File: config.mk
export PLATFORM = sky130hd
export DESIGN_NAME = dx_tracker
export DESIGN_NICKNAME = d
export VERILOG_FILES = /design/src/rtl/dx_pkg.sv /design/src/rtl/dx_regfile.sv /design/src/rtl/dx_wr_class.sv /design/src/rtl/dx_check.sv /design/src/rtl/dx_tracker.sv
export SDC_FILE = /design/constraint.sdc
export NUM_CORES = 1
export LEC_CHECK = 0
export BUFFER_PORTS_ARGS = -buffer_cell sky130_fd_sc_hd__buf_2
export CAP_MARGIN = 20
export CORE_MARGIN = 5
export CORE_UTILIZATION = 26
export CTS_CLUSTER_SIZE = 14
export DETAILED_ROUTE_END_ITERATION = 12
export HOLD_SLACK_MARGIN = 0.1
export PLACE_DENSITY = 0.49
export SYNTH_ARGS = -nofsm -noshare
export SYNTH_HDL_FRONTEND = slang
export SYNTH_SLANG_ARGS = --single-unit
File: constraint.sdc
create_clock -name clk -period 5.9 [get_ports clk]
set_clock_uncertainty 0.2 [all_clocks]
set_input_delay 0.885 -clock clk [delete_from_list [all_inputs] [get_ports clk]]
set_output_delay 0.885 -clock clk [all_outputs]
set_load 0.005 [all_outputs]
File: src/rtl/dx_pkg.sv
package dx_pkg;

    // Outcome of one write request with respect to the token it leaves behind.
    typedef enum logic [2:0] {
        WK_IDLE    = 3'd0,  // no write
        WK_CLEAN   = 3'd1,  // exception-free, clean sources: token cleared
        WK_DEFER   = 3'd2,  // speculative fault: token set, fault hidden
        WK_INHERIT = 3'd3,  // tagged source: token set, any fault hidden
        WK_RAISE   = 3'd4   // non-speculative fault, clean sources: raised
    } wr_kind_e;

    function automatic wr_kind_e dx_classify(
        input logic en,
        input logic spec,
        input logic fault,
        input logic tainted
    );
        wr_kind_e k;
        if (!en)
            k = WK_IDLE;
        else if (tainted)
            k = WK_INHERIT;
        else if (fault && spec)
            k = WK_DEFER;
        else if (fault)
            k = WK_RAISE;
        else
            k = WK_CLEAN;
        return k;
    endfunction

    function automatic logic dx_kind_tok(input wr_kind_e k);
        return (k == WK_DEFER) || (k == WK_INHERIT);
    endfunction

endpackage

File: src/rtl/dx_regfile.sv
module dx_regfile #(
    parameter int NREG = 8,
    parameter int XLEN = 32,
    parameter int NRD  = 2,
    parameter int NSRC = 2,
    localparam int IDXW = $clog2(NREG)
) (
    input  logic                           clk,
    input  logic                           rst,
    input  logic                           we,
    input  logic [IDXW-1:0]                widx,
    input  logic [XLEN-1:0]                wdata,
    input  logic                           wtok,
    input  logic [NRD-1:0][IDXW-1:0]       rd_idx,
    output logic [NRD-1:0][XLEN-1:0]       rd_data,
    output logic [NRD-1:0]                 rd_tok,
    input  logic [NSRC-1:0][IDXW-1:0]      src_idx,
    output logic [NSRC-1:0]                src_tok,
    output logic [NREG-1:0]                marker_vec
);

    logic [XLEN-1:0] data_q [NREG];
    logic [NREG-1:0] tok_q;

    for (genvar e = 0; e < NREG; e++) begin : g_entry
        logic hit;
        assign hit = we && (widx == IDXW'(e));
        always_ff @(posedge clk) begin
            if (rst) begin
                data_q[e] <= '0;
                tok_q[e]  <= 1'b0;
            end else if (hit) begin
                data_q[e] <= wdata;
                tok_q[e]  <= wtok;
            end
        end
    end

    for (genvar r = 0; r < NRD; r++) begin : g_rd
        assign rd_data[r] = data_q[rd_idx[r]];
        assign rd_tok[r]  = tok_q[rd_idx[r]];
    end

    for (genvar s = 0; s < NSRC; s++) begin : g_src
        assign src_tok[s] = tok_q[src_idx[s]];
    end

    assign marker_vec = tok_q;

endmodule

File: src/rtl/dx_wr_class.sv
module dx_wr_class #(
    parameter int NSRC = 2
) (
    input  logic            wr_en,
    input  logic            wr_spec,
    input  logic            wr_fault,
    input  logic [NSRC-1:0] src_vld,
    input  logic [NSRC-1:0] src_tok,
    output dx_pkg::wr_kind_e kind,
    output logic            new_tok,
    output logic            raise_now
);
    import dx_pkg::*;

    logic [NSRC-1:0] src_hot;
    logic            tainted;

    for (genvar s = 0; s < NSRC; s++) begin : g_hot
        assign src_hot[s] = src_vld[s] && src_tok[s];
    end

    assign tainted   = |src_hot;
    assign kind      = dx_classify(wr_en, wr_spec, wr_fault, tainted);
    assign new_tok   = dx_kind_tok(kind);
    assign raise_now = (kind == WK_RAISE);

endmodule

File: src/rtl/dx_check.sv
module dx_check #(
    parameter int NREG = 8,
    parameter int XLEN = 32,
    localparam int IDXW = $clog2(NREG)
) (
    input  logic            clk,
    input  logic            rst,
    input  logic            chk_vld,
    input  logic [IDXW-1:0] chk_idx,
    input  logic [XLEN-1:0] chk_target,
    input  logic [NREG-1:0] marker_vec,
    input  logic            wr_en,
    input  logic [IDXW-1:0] wr_idx,
    input  logic            wr_tok,
    output logic            redir_vld,
    output logic [XLEN-1:0] redir_target
);

    logic tok_seen;

    // Same-cycle write to the checked register wins over the stored token.
    always_comb begin
        if (wr_en && (wr_idx == chk_idx))
            tok_seen = wr_tok;
        else
            tok_seen = marker_vec[chk_idx];
    end

    always_ff @(posedge clk) begin
        if (rst) begin
            redir_vld    <= 1'b0;
            redir_target <= '0;
        end else begin
            redir_vld <= chk_vld && tok_seen;
            if (chk_vld)
                redir_target <= chk_target;
        end
    end

endmodule

File: src/rtl/dx_tracker.sv
module dx_tracker #(
    parameter int NREG = 8,
    parameter int XLEN = 32,
    parameter int NRD  = 2,
    parameter int NSRC = 2,
    localparam int IDXW = $clog2(NREG)
) (
    input  logic                      clk,
    input  logic                      rst,
    input  logic                      wr_en,
    input  logic [IDXW-1:0]           wr_idx,
    input  logic [XLEN-1:0]           wr_data,
    input  logic                      wr_spec,
    input  logic                      wr_fault,
    input  logic [NSRC-1:0]           src_vld,
    input  logic [NSRC-1:0][IDXW-1:0] src_idx,
    input  logic [NRD-1:0][IDXW-1:0]  rd_idx,
    output logic [NRD-1:0][XLEN-1:0]  rd_data,
    output logic [NRD-1:0]            rd_tok,
    input  logic                      chk_vld,
    input  logic [IDXW-1:0]           chk_idx,
    input  logic [XLEN-1:0]           chk_target,
    output logic                      redir_vld,
    output logic [XLEN-1:0]           redir_target,
    output logic                      fault_raise
);

    logic [NSRC-1:0]  src_tok;
    logic [NREG-1:0]  marker_vec;
    dx_pkg::wr_kind_e wr_kind;
    logic             new_tok;
    logic             raise_now;

    dx_regfile #(.NREG(NREG), .XLEN(XLEN), .NRD(NRD), .NSRC(NSRC)) u_rf (
        .clk        (clk),
        .rst        (rst),
        .we         (wr_en),
        .widx       (wr_idx),
        .wdata      (wr_data),
        .wtok       (new_tok),
        .rd_idx     (rd_idx),
        .rd_data    (rd_data),
        .rd_tok     (rd_tok),
        .src_idx    (src_idx),
        .src_tok    (src_tok),
        .marker_vec (marker_vec)
    );

    dx_wr_class #(.NSRC(NSRC)) u_cls (
        .wr_en     (wr_en),
        .wr_spec   (wr_spec),
        .wr_fault  (wr_fault),
        .src_vld   (src_vld),
        .src_tok   (src_tok),
        .kind      (wr_kind),
        .new_tok   (new_tok),
        .raise_now (raise_now)
    );

    dx_check #(.NREG(NREG), .XLEN(XLEN)) u_chk_unit (
        .clk          (clk),
        .rst          (rst),
        .chk_vld      (chk_vld),
        .chk_idx      (chk_idx),
        .chk_target   (chk_target),
        .marker_vec   (marker_vec),
        .wr_en        (wr_en),
        .wr_idx       (wr_idx),
        .wr_tok       (new_tok),
        .redir_vld    (redir_vld),
        .redir_target (redir_target)
    );

    always_ff @(posedge clk) begin
        if (rst)
            fault_raise <= 1'b0;
        else
            fault_raise <= raise_now;
    end

endmodule

# After elaboration in Yosys (flattened, before gate mapping)
# Memory sizes are Yosys's and may differ from the RTL's.
# Index checks and enable logic that the tools add are counted.
classes:
  mux: 49
  bitwise_logic: 8
  order_cmp: 5
  n_reduce_logical: 16
  eq_ne: 11
ops:
  columns: ["op", "n"]
  rows:
  - ["$mux W32", 8]
  - ["$mux W1", 32]
  - ["$lt A3 B4 Y1 const B", 5]
  - ["$bmux W1 S3", 5]
  - ["$eq A3 B3 Y1 const B", 5]
  - ["$logic_and A1 B1 Y1", 13]
  - ["$eq A3 B2 Y1 const B", 4]
  - ["$mux W3", 4]
  - ["$or A1 B1 Y1", 8]
  - ["$eq A3 B1 Y1 const B", 1]
  - ["$eq A3 B3 Y1", 1]
  - ["$logic_not A3 Y1", 1]
  - ["$reduce_or A2 Y1", 1]
  - ["$logic_or A1 B1 Y1", 1]
totals:
  inputBits: 90
  mem_count: 1
  word_cells: 101
  register_bits: 42
  mem_bits_rw: 256
memory_table:
  columns: ["name", "depth", "word_bits", "rd", "rd_clocked_by_memory_dff", "write_ports", "line_no", "text"]
  rows:
  - ["u_rf.data_q", 8, 32, 2, 0, 8, "dx_regfile.sv:22", "logic [XLEN-1:0] data_q [NREG];"]

# Logic depth before layout (Yosys ltp)
# Gate-level depths: netlist (run 1).
depth:
  ltp_word: 10
  depth_mapped: 7
  mapped_depth_nobuf: 4

# By module
# A second synthesis (run 1) with hierarchy kept.
unflattened:
  cells_unflattened: 961
  hier_area_um2: 15406.0
by_module_without_submodules:
  columns: ["mod", "area_each_um2", "cells_each", "instances"]
  rows:
  - ["dx_regfile", 14058.5, 837, 1]
  - ["dx_check", 1255.0, 115, 1]
  - ["dx_wr_class", 58.8, 7, 1]
  - ["dx_tracker", 33.8, 2, 1]

# Worst setup path after synthesis (run 1)
# Ideal clock, no wire load.
synth_path:
  path_type: "input port to flip-flop"
  startpoint: "input port wr_idx[0]"
  endpoint: "memory u_rf.data_q[7][0] (enable)"
  arrival_time_ns: 2.850
  path_stages: 3
  setup_ns: 0.430
  slack_ns: 2.420
  path_cell_list: "buf_2 -> nand2_1 -> o21bai_1"
synth_rtl:
  columns: ["element", "line_no", "text"]
  rows:
  - ["from (decl)", "dx_tracker.sv:11", "input logic [IDXW-1:0] wr_idx,"]
  - ["to (decl)", "dx_regfile.sv:22", null]

==> reports/metrics.cfg, run 1 <==
[worst_setup_path]
cp-start-kind = input port
crit_type = input port to output port
worstPathArrival_ps = 2880
reg2reg_depth = 4
crit_required_ps = 4820
endpoint_kind = output port
cp_max_fo = 36

[synthesis]
synth_cells = 989
synth_compound_area_share_pct = 1.648
yosysWarnings = 0
synth_ff_type = edfxtp_1
synthTopCellsByArea = edfxtp_1, mux4_2, and2_1
synth-seq-cells = 298
syn_area_mm2 = 0.01534
synthMuxAreaShare_pct = 27.09
synth_adder_area_share_pct = 0
synth-simple-area-share_pct = 13.00
syn_nets = 1079
synth_top_family_by_area = multiplexers
netlist-cell-type-count = 41
synthArstFlopShare_pct = 0
synth_xor_area_share_pct = 0.1713
synth-edff-count = 256
synth.avg_cell_area_um2 = 15.51
synth-seq-area-share_pct = 55.59
yosysTopAreaCellShare_pct = 50.11
synth_top_area_cell = edfxtp_1

[power_and_ir_drop]
power_mw = 5.524
power_leakage_nw = 6.702
ir_drop_uv = 212.1
power_density_mw_per_mm2 = 299.4
clockPowerShare_pct = 43.0
sequentialPowerShare_pct = 45.1
p_int_mw = 4.203
power.switching_mw = 1.320
switching_share_pct = 23.90
power_frac_comb_pct = 11.9

[global_routing]
grt_pass1_wl_um = 68660
grt_pass1_vias = 9994
grt_usage_pct = 14.46
antenna_found_initial = 3
grt_max_degree = 56
grt-ovfl-total = 0
met3_usage_pct = 2.876
grtUsageMet2_pct = 23.77
grtUsageMet1_pct = 19.72
top_usage_layer = met2

[final_layout]
fill_cells = 5761
layout.cells.non_filler = 1969
drive_gt1_share_pct = 41.12
multi_input_area_mm2 = 0.006490
seqCellArea_mm2 = 0.008528
fin_util_pct = 31.43
nets = 1257
syn_to_final_growth_pct = 20.24
design_area_mm2 = 0.01845

[place]
dpl.hpwl_um = 28180
portBuffers = 189
place_congestion = 0.7295
place_ws_ps = 1864
place_area_mm2 = 0.01718
dpl.cell_count = 1901

[cts]
tritoncts = yes
clk_pin_slew_ps = 60
clockBufferDepth = 3
clk_latency_ps = 540
clkSinkCount = 298
cts_root_buffer = clkbuf_16
post_cts_resize_count = 0
cts_buffers = 37
ctsHoldBuffers = 0
cts_setup_buffers = 0
htreeDepth = 2

[sta]
timing.hold.ws_ps = 287.9
relSlewSlack_pct = 34.83
worst_slack_ps = 1933
slew_violations = 0
max_freq_mhz = 252.1
period_needed_ps = 3967
rsz0062_at_grt = false
setup-violations-final = 0
setup_tns_ps = 0
tightest_slew_ps = 977.6
final_hold_viol_count = 0
finalCritPeriodShare_pct = 67.24

[floorplanning]
die_area_mm2 = 0.06396
row_count = 89
core-area_mm2 = 0.05869
die_w_um = 252.9
start_util_pct = 26.14
fp.dieH_um = 252.9
ioPinCount = 190

[routing]
wl_per_cell_um = 23.95
wl_um = 47160
firstDrtPassIters = 5
drc_errors = 0
final_antenna_net_count = 0
viasPerCell = 4.713
routed-via-count = 9279
drtIter0Drc = 632

[hold_path]
hold_depth = 2
hold_class = register to register

[job]
maxCapViolations = 0

[outcome]
status = completed

-- path summary, 6_finish.rpt --
check / from / end / slack, ps
setup / recovery: rd_idx[3] / rd_data[33] / 1930
hold reg to reg: u_chk_unit.redir_target[8] / u_chk_unit.redir_target[8] / 290
setup reg to reg: u_rf.marker_vec[4] / fault_raise / 3740
hold / removal: u_chk_unit.redir_target[8] / u_chk_unit.redir_target[8] / 290
-- kinds of logic after synthesis --
logic type      count (synthesis)
mux                           238
simple gates                  332
buf+inv                        85
compound gates                 33
flops                         298
xor+xnor                        3
-- state kept, by name, indices dropped and copies added, names as in the netlist --
register,count
u_chk_unit.redir_target,32
u_rf.marker_vec,8
u_rf.data_q,256
fault_raise,1
u_chk_unit.redir_vld,1
-- power by group through the flow --
stage | logic, mW | registers (mW) | clock network (mW)
after floorplan | 0.397 | 2.51 | 0
after global placement | 0.671 | 2.53 | 0
after detailed placement | 0.674 | 2.53 | 0
after CTS | 0.677 | 2.49 | 2.46
after global routing | 0.710 | 2.51 | 2.55
final | 0.656 | 2.49 | 2.38
-- per-layer routing --
layer / part of all wire (%) / vias to the layer above
met5: 0.028 / -
met4: 1.9 / 2
met3: 5.0 / 55
met2: 49 / 261
met1: 45 / 4814
li1: - / 4147
-- layout make-up --
cell class	instances	area share, %
Clock buffer	46	5.542
Sequential cell	298	46.23
Multi-Input combinational cell	606	35.18
Clock inverter	20	1.275
Tap cell	773	5.243
Antenna cell	2	0.02713
Inverter	12	0.2442
Timing Repair Buffer	212	6.254
-- layout by cell type, fill, tap and decap left out, types with 6 or more instances in the layout --
cell type,count
and2_1,256
edfxtp_1,256
buf_2,185
mux4_2,135
mux2_2,67
dfxtp_1,42
clkbuf_16,39
mux2i_1,36
nor2_1,34
buf_4,25
inv_1,11
a31oi_1,9
nand2_1,8
nand3_1,8
nor2_4,6
o211ai_1,6
-- worst max-delay path, cell delays in order --
cell	delay (ps)
buf_4	530
buf_12	380
mux4_2	550
mux2_2	320
buf_2	140
-- synthesized netlist by cell type, drive strengths merged, types with 2 or more instances --
| master | n |
|---|---|
| a31o | 3 |
| mux2i | 36 |
| nor3 | 7 |
| edfxtp | 256 |
| buf | 48 |
| o21ai | 2 |
| nor2b | 3 |
| nand3 | 9 |
| clkbuf | 25 |
| mux4 | 135 |
| a22oi | 2 |
| and2 | 256 |
| xnor2 | 3 |
| nor2 | 40 |
| dfxtp | 42 |
| nand2b | 3 |
| nor4 | 2 |
| o211ai | 6 |
| a21o | 2 |
| nand2 | 8 |
| a21oi | 2 |
| mux2 | 67 |
| a31oi | 9 |
| o21bai | 2 |
| inv | 12 |
Power figures use the tool's default switching activity.
==> inputs of run 2 (changes only) <==
==> constraint.sdc (replaced) <==
create_clock -name clk -period 4.1 [get_ports clk]
set_clock_uncertainty 0.2 [all_clocks]
set_input_delay 0.615 -clock clk [delete_from_list [all_inputs] [get_ports clk]]
set_output_delay 0.615 -clock clk [all_outputs]
set_load 0.005 [all_outputs]
==> reports/metrics.cfg, run 2 (same netlist as run 1, synthesis figures left out) <==
[power_and_ir_drop]
power_leakage_nw = 6.916
ir_drop_uv = 200.1
power_frac_comb_pct = 12.9
power_density_mw_per_mm2 = 411.6
switching_share_pct = 23.83
sequentialPowerShare_pct = 45.9
power.switching_mw = 1.857
clockPowerShare_pct = 41.2
p_int_mw = 5.936

[sta]
relSlewSlack_pct = 33.48
timing.hold.ws_ps = 186.2
max_freq_mhz = 310.5
slew_violations = 0
finalCritPeriodShare_pct = 78.55
setup-violations-final = 0
final_hold_viol_count = 0
tightest_slew_ps = 993.1
rsz0062_at_grt = false
period_needed_ps = 3221
setup_tns_ps = 0

[place]
dpl.hpwl_um = 29070
dpl.cell_count = 1914
portBuffers = 189
place_congestion = 0.7276
place_area_mm2 = 0.01743

[worst_setup_path]
worstPathArrival_ps = 2410
critPathMostFrequentCell = buf_4
path_buf_inv = 3
cp_top_family = buffers and inverters
cp-start-kind = input port
cp_max_fo = 22
crit_required_ps = 3280
endpoint_kind = output port
crit_type = input port to output port
worstPathCellList = buf_4 -> buf_4 -> mux4_2 -> mux2_2 -> buf_2
cpPeakStageDelay_ps = 540
cp_slowest_cell = mux4_2

[cts]
cts_root_buffer = clkbuf_16
clockBufferDepth = 3
htreeDepth = 2
clkSinkCount = 298
tritoncts = yes
cts_buffers = 36
clk_latency_ps = 540
clk_pin_slew_ps = 60
post_cts_resize_count = 0

[final_layout]
seqCellArea_mm2 = 0.008528
drive_gt1_share_pct = 40.27
largest-register = u_rf.data_q
layout_common_cells = and2_1, edfxtp_1, buf_2, mux4_2, mux2_2
syn_to_final_growth_pct = 23.41
largest_reg_flops = 256
fin_util_pct = 32.26
layout.cells.non_filler = 2012
nets = 1302
design_area_mm2 = 0.01893
fill_cells = 5745
multi_input_area_mm2 = 0.006490
antennaDiodeCount = 0

[routing]
drtIter0Drc = 750
wl_um = 47240
wl_per_cell_um = 23.48
viasPerCell = 4.677
final_antenna_net_count = 0
firstDrtPassIters = 5
drc_errors = 0
routed-via-count = 9411

[job]
maxCapViolations = 0

[floorplanning]
die_w_um = 252.9
die_area_mm2 = 0.06396
core-area_mm2 = 0.05869
fp.dieH_um = 252.9
start_util_pct = 26.14
ioPinCount = 190
row_count = 89

[global_routing]
antenna_found_initial = 7
grt_pass1_wl_um = 69590
grt-ovfl-total = 0
grt_max_degree = 45
grt_usage_pct = 14.65
grt_pass1_vias = 10230

[hold_path]
hold_class = input port to register

[outcome]
status = completed

run 2: cell count changes in the layout (fill, tap and decap cells not counted), moves of 2 or more:
cell,previous run,this run
clkinvlp_4,3,1
clkbuf_16,39,37
clkbuf_1,5,8
buf_12,2,14
diode_2,2,0
dlygate4sd3_1,0,33
run 2: metal layers:
layer  vias to the layer above  wire [um]  GRT usage, %
li1                       4237          -             -
met1                      4879      21620         20.63
met2                       248      22420         23.71
met3                        45       2511         3.009
met4                         2        676         2.869
met5                         -         20             0
run 2: per-stage QoR:
| step | setup WS [ps] | total power, mW |
|---|---|---|
| after detailed placement | 840.5 | 4.646 |
| after CTS | 840.0 | 7.924 |
| after global placement | 861.8 | 4.635 |
| after floorplan | 890.0 | 4.183 |
| after global routing | 740.7 | 8.125 |
| final | 879.3 | 7.792 |
run 2: final cells by class:
class                   instances  area share [%]
repair buffers                258           9.147
flip-flops and latches        298           45.05
inverters                      12          0.2379
multi-input cells             606           34.28
well taps                     773           5.109
clock buffers                  47           5.162
clock inverters                18           1.018
run 2: worst min-delay path: stages:
cell	delay (ps)
buf_2	110
nand2_1	100
nor4b_4	50
run 2: worst paths after layout:
path	start	to	slack, ps	cells after the start
hold / removal	wr_fault	fault_raise	190	3
setup / recovery	rd_idx[3]	rd_data[33]	880	5
setup reg to reg	u_rf.marker_vec[4]	fault_raise	1970	4
hold reg to reg	u_chk_unit.redir_target[29]	u_chk_unit.redir_target[29]	290	2
run 2: repair_timing:
item,in CTS,in global routing
hold buffers,33,0
setup buffers,0,0
hold endpoints to repair,33,0
run 2: power groups by stage:
stage	logic [mW]	clock network (mW)	registers, mW
2_1_floorplan	0.572	0	3.61
3_3_place_gp	0.999	0	3.64
3_5_place_dp	1.00	0	3.64
4_1_cts	1.03	3.31	3.58
5_1_grt	1.09	3.43	3.60
6_report	1.01	3.21	3.58
